## src/rtl/ref_fe_pkg.sv

```systemverilog
package ref_fe_pkg;
  typedef enum logic [1:0] {
    MODE_MASTER  = 2'b00,
    MODE_FREERUN = 2'b01,
    MODE_BYPASS  = 2'b10
  } pll_mode_e;

  localparam int FREQ_W = 2;
  localparam logic [FREQ_W-1:0] FREQ_8K = '0;
endpackage

```

## src/rtl/ref_sync.sv

```systemverilog
// Multi-stage synchronizer; STAGES must be at least 2.
module ref_sync #(
  parameter int STAGES = 2,
  parameter int WIDTH  = 3
) (
  input  logic             clk_i,
  input  logic             rst_ni,
  input  logic [WIDTH-1:0] d_i,
  output logic [WIDTH-1:0] q_o
);
  logic [STAGES-1:0][WIDTH-1:0] stg_q;

  always_ff @(posedge clk_i or negedge rst_ni) begin
    if (!rst_ni) stg_q <= '0;
    else         stg_q <= {stg_q[STAGES-2:0], d_i};
  end

  assign q_o = stg_q[STAGES-1];
endmodule

```

## src/rtl/ref_edge_det.sv

```systemverilog
module ref_edge_det #(
  parameter int WIDTH = 2
) (
  input  logic             clk_i,
  input  logic             rst_ni,
  input  logic [WIDTH-1:0] lvl_i,
  output logic [WIDTH-1:0] rise_o
);
  logic [WIDTH-1:0] prev_q;

  always_ff @(posedge clk_i or negedge rst_ni) begin
    if (!rst_ni) prev_q <= '0;
    else         prev_q <= lvl_i;
  end

  assign rise_o = lvl_i & ~prev_q;

  // each event lasts exactly one clock
  p_single_pulse_r7: assert property (@(posedge clk_i) disable iff (!rst_ni)
    (rise_o != '0) |=> ((rise_o & $past(rise_o)) == '0));
endmodule

```

## src/rtl/ref_mode_dec.sv

```systemverilog
module ref_mode_dec
  import ref_fe_pkg::*;
(
  input  logic      ctl_byp_i,
  input  logic      mode_sel_i,
  input  logic      pll_clk_i,
  input  logic      ref_clk_i,
  output pll_mode_e mode_o,
  output logic      clk_sel_o
);
  always_comb begin
    if (ctl_byp_i)       mode_o = MODE_BYPASS;
    else if (mode_sel_i) mode_o = MODE_FREERUN;
    else                 mode_o = MODE_MASTER;
  end

  assign clk_sel_o = (mode_o == MODE_BYPASS) ? ref_clk_i : pll_clk_i;
endmodule

```

## src/rtl/ref_select_front.sv

```systemverilog
module ref_select_front
  import ref_fe_pkg::*;
#(
  parameter int SYNC_STAGES = 2
) (
  input  logic              clk_i,
  input  logic              rst_ni,
  input  logic              ext_pri_i,
  input  logic              ext_sec_i,
  input  logic              int_frame_i,
  input  logic              pri_src_i,
  input  logic              pref_sec_i,
  input  logic              pri_inv_i,
  input  logic              sec_inv_i,
  input  logic [FREQ_W-1:0] pri_freq_i,
  input  logic [FREQ_W-1:0] sec_freq_i,
  input  logic              ctl_byp_i,
  input  logic              mode_sel_i,
  input  logic              pll_clk_i,
  input  logic              ref_clk_i,
  output logic              pref_edge_o,
  output logic              bkp_edge_o,
  output logic [FREQ_W-1:0] pref_freq_o,
  output logic [FREQ_W-1:0] bkp_freq_o,
  output logic [1:0]        mode_o,
  output logic              cfg_err_o,
  output logic              clk_sel_o
);
  localparam int N_IN  = 3;
  localparam int N_REF = 2;
  localparam int I_PRI = 0;
  localparam int I_SEC = 1;
  localparam int I_INT = 2;

  typedef struct packed {
    logic              pri_src;
    logic              pref_sec;
    logic              pri_inv;
    logic              sec_inv;
    logic              ctl_byp;
    logic              mode_sel;
    logic [FREQ_W-1:0] pri_freq;
    logic [FREQ_W-1:0] sec_freq;
  } cfg_t;

  cfg_t cfg_q;

  // reset clears every control bit -> master mode
  always_ff @(posedge clk_i or negedge rst_ni) begin
    if (!rst_ni) cfg_q <= '0;
    else cfg_q <= '{pri_src: pri_src_i, pref_sec: pref_sec_i, pri_inv: pri_inv_i,
                    sec_inv: sec_inv_i, ctl_byp: ctl_byp_i, mode_sel: mode_sel_i,
                    pri_freq: pri_freq_i, sec_freq: sec_freq_i};
  end

  logic [N_IN-1:0]  sync_lvl;
  logic [N_REF-1:0] ref_lvl;
  logic [N_REF-1:0] ref_rise;

  ref_sync #(.STAGES(SYNC_STAGES), .WIDTH(N_IN)) u_sync (
    .clk_i (clk_i),
    .rst_ni(rst_ni),
    .d_i   ({int_frame_i, ext_sec_i, ext_pri_i}),
    .q_o   (sync_lvl)
  );

  // internal frame reference bypasses the inversion
  assign ref_lvl[0] = cfg_q.pri_src ? sync_lvl[I_INT]
                                    : (sync_lvl[I_PRI] ^ cfg_q.pri_inv);
  assign ref_lvl[1] = sync_lvl[I_SEC] ^ cfg_q.sec_inv;

  ref_edge_det #(.WIDTH(N_REF)) u_edge (
    .clk_i (clk_i),
    .rst_ni(rst_ni),
    .lvl_i (ref_lvl),
    .rise_o(ref_rise)
  );

  // swap after edge detection: a role change cannot fabricate an edge
  assign pref_edge_o = cfg_q.pref_sec ? ref_rise[1] : ref_rise[0];
  assign bkp_edge_o  = cfg_q.pref_sec ? ref_rise[0] : ref_rise[1];
  assign pref_freq_o = cfg_q.pref_sec ? cfg_q.sec_freq : cfg_q.pri_freq;
  assign bkp_freq_o  = cfg_q.pref_sec ? cfg_q.pri_freq : cfg_q.sec_freq;

  assign cfg_err_o = cfg_q.pri_src && (cfg_q.pri_freq != FREQ_8K);

  pll_mode_e mode_w;

  ref_mode_dec u_mode (
    .ctl_byp_i (cfg_q.ctl_byp),
    .mode_sel_i(cfg_q.mode_sel),
    .pll_clk_i (pll_clk_i),
    .ref_clk_i (ref_clk_i),
    .mode_o    (mode_w),
    .clk_sel_o (clk_sel_o)
  );

  assign mode_o = mode_w;

  p_reset_master_r1: assert property (@(posedge clk_i) disable iff (!rst_ni)
    $rose(rst_ni) |-> (mode_o == MODE_MASTER && !pref_edge_o && !bkp_edge_o && !cfg_err_o));

  p_bypass_wins_r2: assert property (@(posedge clk_i) disable iff (!rst_ni)
    ctl_byp_i |=> (mode_o == MODE_BYPASS));

  p_clk_route_r3: assert property (@(posedge clk_i) disable iff (!rst_ni)
    (mode_o == MODE_BYPASS) |-> (clk_sel_o == ref_clk_i));

  p_cfg_err_r8: assert property (@(posedge clk_i) disable iff (!rst_ni)
    (pri_src_i && pri_freq_i != FREQ_8K) |=> cfg_err_o);

  p_swap_keeps_events_r9: assert property (@(posedge clk_i) disable iff (!rst_ni)
    $countones({pref_edge_o, bkp_edge_o}) == $countones(ref_rise));
endmodule

```

## config.mk

```make
export PLATFORM = sky130hd
export DESIGN_NAME = ref_select_front
export DESIGN_NICKNAME = d
export VERILOG_FILES = /design/src/rtl/ref_fe_pkg.sv /design/src/rtl/ref_sync.sv /design/src/rtl/ref_edge_det.sv /design/src/rtl/ref_mode_dec.sv /design/src/rtl/ref_select_front.sv
export SDC_FILE = /design/constraint.sdc
export NUM_CORES = 1
export LEC_CHECK = 0
export CORE_AREA = 2 2 39 41
export CTS_CLUSTER_DIAMETER = 40
export DETAILED_ROUTE_END_ITERATION = 8
export DIE_AREA = 0 0 41 43
export DONT_BUFFER_PORTS = 1
export PLACE_DENSITY_LB_ADDON = 0.1
export SYNTH_ARGS = -nofsm -noshare
export SYNTH_HDL_FRONTEND = slang
export SYNTH_SLANG_ARGS = --single-unit
```

## constraint.sdc

```tcl
create_clock -name clk_i -period 1.75 [get_ports clk_i]
set_clock_uncertainty 0.2 [all_clocks]
set_input_delay 0.0875 -clock clk_i [delete_from_list [all_inputs] [get_ports clk_i]]
set_output_delay 0.0875 -clock clk_i [all_outputs]
set_load 0.1 [all_outputs]
```

==> summary.txt <==
Setup path
  – CP Buf/Inv Count: 1
  – WP data required: ~1.5 ns
  – Critical Path Fanout Max: 3
  – Setup slack, reg-to-reg: roughly 0.62 ns
  – Reg-to-Reg Start: u_sync.q_o[0]
  – WS Path Type: register to output pin
  – Top delay family on crit path: flip-flops
  – Worst path arrival time: 1.47 ns
  – Crit-path cells: xor2_1 -> mux2_4 -> a31o_1 -> buf_12
  – Cells on worst reg2reg path: 2
  – CP endpoint kind: output pin
  – CP max stage delay: approximately 0.38 ns
  – RR Endpoint: u_edge.prev_q[0]
  – CP max stage cell: dfrtp_1
  – Startpoint Class: register

Run status
  – Outcome: finished, violations left
  – Failing checks: setup timing

Finish
  – Fin cells: 75
  – Final core occ: between 60% and 70%
  – Area growth from synthesis to layout: 46.6%
  – FF+latch area: roughly 450 µm²
  – Cell area after layout: slightly below 900 µm²
  – Fin nets: 77
  – Filler Cells Inserted: 101
  – # diodes: 0
  – Multi-input logic area: 133 µm²
  – Layout cells sized above 1: 28.8%

Die
  – Rows: 14
  – Die X: slightly above 40 µm
  – Initial core utilization: between 40% and 50%
  – # IOs: 27
  – Die footprint: 0.00176 mm²
  – Die Y: ~43 µm
  – CORE AREA: ~0.0014 mm²

Clock tree
  – Clock sinks: 18
  – CTS H-tree lvls: 1
  – Longest Clk Path Bufs: 2
  – Root buf cell: clkbuf_4
  – CTS tree: yes
  – CTS Buf Count: 3
  – Clk slew on worst S/H paths: roughly 0.090 ns
  – Clock Latency Late Sink: approximately 0.28 ns

Routing
  – Residual DRC: 0
  – DR iter-0 viols: 3
  – Vias/cell: 4.79
  – Pre-antenna DRT Iters: 2
  – Via Count: around 360
  – Post-Route WL: between 900 and 1000 µm
  – ANT nets after route: 0
  – Routed len/inst: 12.1 µm

Global routing
  – Congestion Overflow GR: 0
  – Initial antenna violation count: 0
  – Vias in the first global route: about 350
  – First-pass GRT wire length: between 1000 and 1500 µm
  – GRT Total Usage: about 13%
  – Largest net degree at the start of global routing: 19

Logic synthesis
  – Flops & latches, synth: 18
  – Cell variety after synth: 12
  – Synth Instances: 37
  – Synth Net Count: 54
  – Synth Cell Area: roughly 600 µm²
  – Synth warn: 0
  – Syn_area_per_cell: between 15 and 20 µm²
  – Seq/Total Area, Yosys: about three quarters

Placed design
  – Gpl congestion: between 0.5 and 0.6
  – Placed inst area: 709 µm²
  – IO buf count: 0
  – Pre-CTS setup slack: roughly 0.25 ns
  – Detail Placement HPWL: ~700 µm
  – Placed Cells: 57

STA
  – Relative slew slack: 51.0%
  – Final Hold Fails: 0
  – Fmax: around 570 MHz
  – RSZ-0062 raised after global routing: yes
  – Worst setup margin: -0.0125 ns
  – Setup TNS: -0.0248 ns
  – Final Setup Violations: 2
  – Tmin final: roughly 1.8 ns
  – Slew at the pin with the worst max-slew slack: 0.733 ns
  – Final Cycle Share: 101%
  – Max Slew Vio Count: 0
  – Min Hold Slack: 0.101 ns

Power
  – Power Dens Cells: between 1000 and 1500 mW/mm²
  – Total power: around 0.94 mW
  – Worst vdd ir: around 600 µV
  – Leak: between 0.3 and 0.4 nW

Min path
  – Hold Path Class: primary input to async pin

Run
  – Max cap viols: 0
state kept, by name, indices dropped and copies added, names as in the netlist:
signal / count
u_sync.stg_q: 3
u_sync.q_o: 3
cfg_q: 10
u_edge.prev_q: 2
how the worst max path moves through the flow:
stage,startpoint,to,slack (ns),cells past startpoint
CTS,u_sync.q_o[0],pref_edge_o,-0.03,4
detailed placement,cfg_q[7],pref_edge_o,0.25,4
global placement,cfg_q[7],pref_edge_o,0.26,4
global route,u_sync.q_o[0],bkp_edge_o,-0.07,4
finish,u_sync.q_o[0],bkp_edge_o,-0.01,4
floorplan,cfg_q[7],bkp_edge_o,0.05,3
cells by family (layout without fill, tap and decap cells):
group	count (synthesis)	count (layout)	share of synthesized area [%]
flip-flops	18	18	74.5
buffers and inverters	5	27	3.93
multiplexers	6	6	11.8
AND/OR/NAND/NOR	3	3	2.69
XOR/XNOR	2	2	2.90
AO/OA/AOI/OAI	3	3	4.14
where the power goes:
group / switching [mW] / internal (mW)
Clock: 0.114 / 0.126
Combinational: 0.168 / 0.0772
Sequential: 0.0124 / 0.439
Total: 0.294 / 0.643
timing repair:
action	CTS	global route
gates resized for setup	0	0
pin swaps	3	0
buffers inserted	0	0
hold endpoints to repair	31	0
setup endpoints to repair	2	2
hold buffers	14	0
layout make-up:
| class | count | share of cell area [%] |
|---|---|---|
| Clock buffer | 4 | 4.10 |
| Multi-Input combinational cell | 14 | 15.0 |
| Sequential cell | 18 | 50.8 |
| Timing Repair Buffer | 20 | 26.6 |
| Inverter | 3 | 1.27 |
| Tap cell | 16 | 2.26 |
metal layers:
layer	up-vias	global-route usage [%]	part of all wire, %
li1	166	-	-
met1	177	11.6	31
met2	16	20.3	61
met3	0	5.76	7.7
met4	0	10.0	0
met5	-	0	0
cell usage after synthesis, drive strengths merged:
master | count | area share [%]
mux2 | 6 | 12
dfrtp | 18 | 75
buf | 2 | 2.1
nor2b | 1 | 1.0
nor3 | 2 | 1.7
a31o | 2 | 2.9
xor2 | 1 | 1.4
xnor2 | 1 | 1.4
o21a | 1 | 1.2
inv | 3 | 1.9
worst register-to-register path: cells and delay by family, from the launching register on:
| family | cells | cell delay (ns) |
|---|---|---|
| XOR/XNOR | 1 | 0.15 |
| flip-flops | 1 | 0.38 |
| multiplexers | 1 | 0.28 |
cell usage in the layout, fill, tap and decap left out:
| master | Yosys | final |
|---|---|---|
| xor2_1 | 1 | 1 |
| dlygate4sd3_1 | 0 | 14 |
| buf_12 | 0 | 4 |
| a31o_1 | 2 | 2 |
| dfrtp_1 | 18 | 18 |
| clkbuf_8 | 0 | 1 |
| nor3_1 | 2 | 2 |
| xnor2_1 | 1 | 1 |
| buf_4 | 1 | 2 |
| mux2_2 | 5 | 5 |
| o21a_1 | 1 | 1 |
| nor2b_2 | 0 | 1 |
| inv_1 | 3 | 3 |
| clkbuf_4 | 0 | 3 |
| mux2_4 | 1 | 1 |
Note: power is estimated with default switching activity, not from simulation.
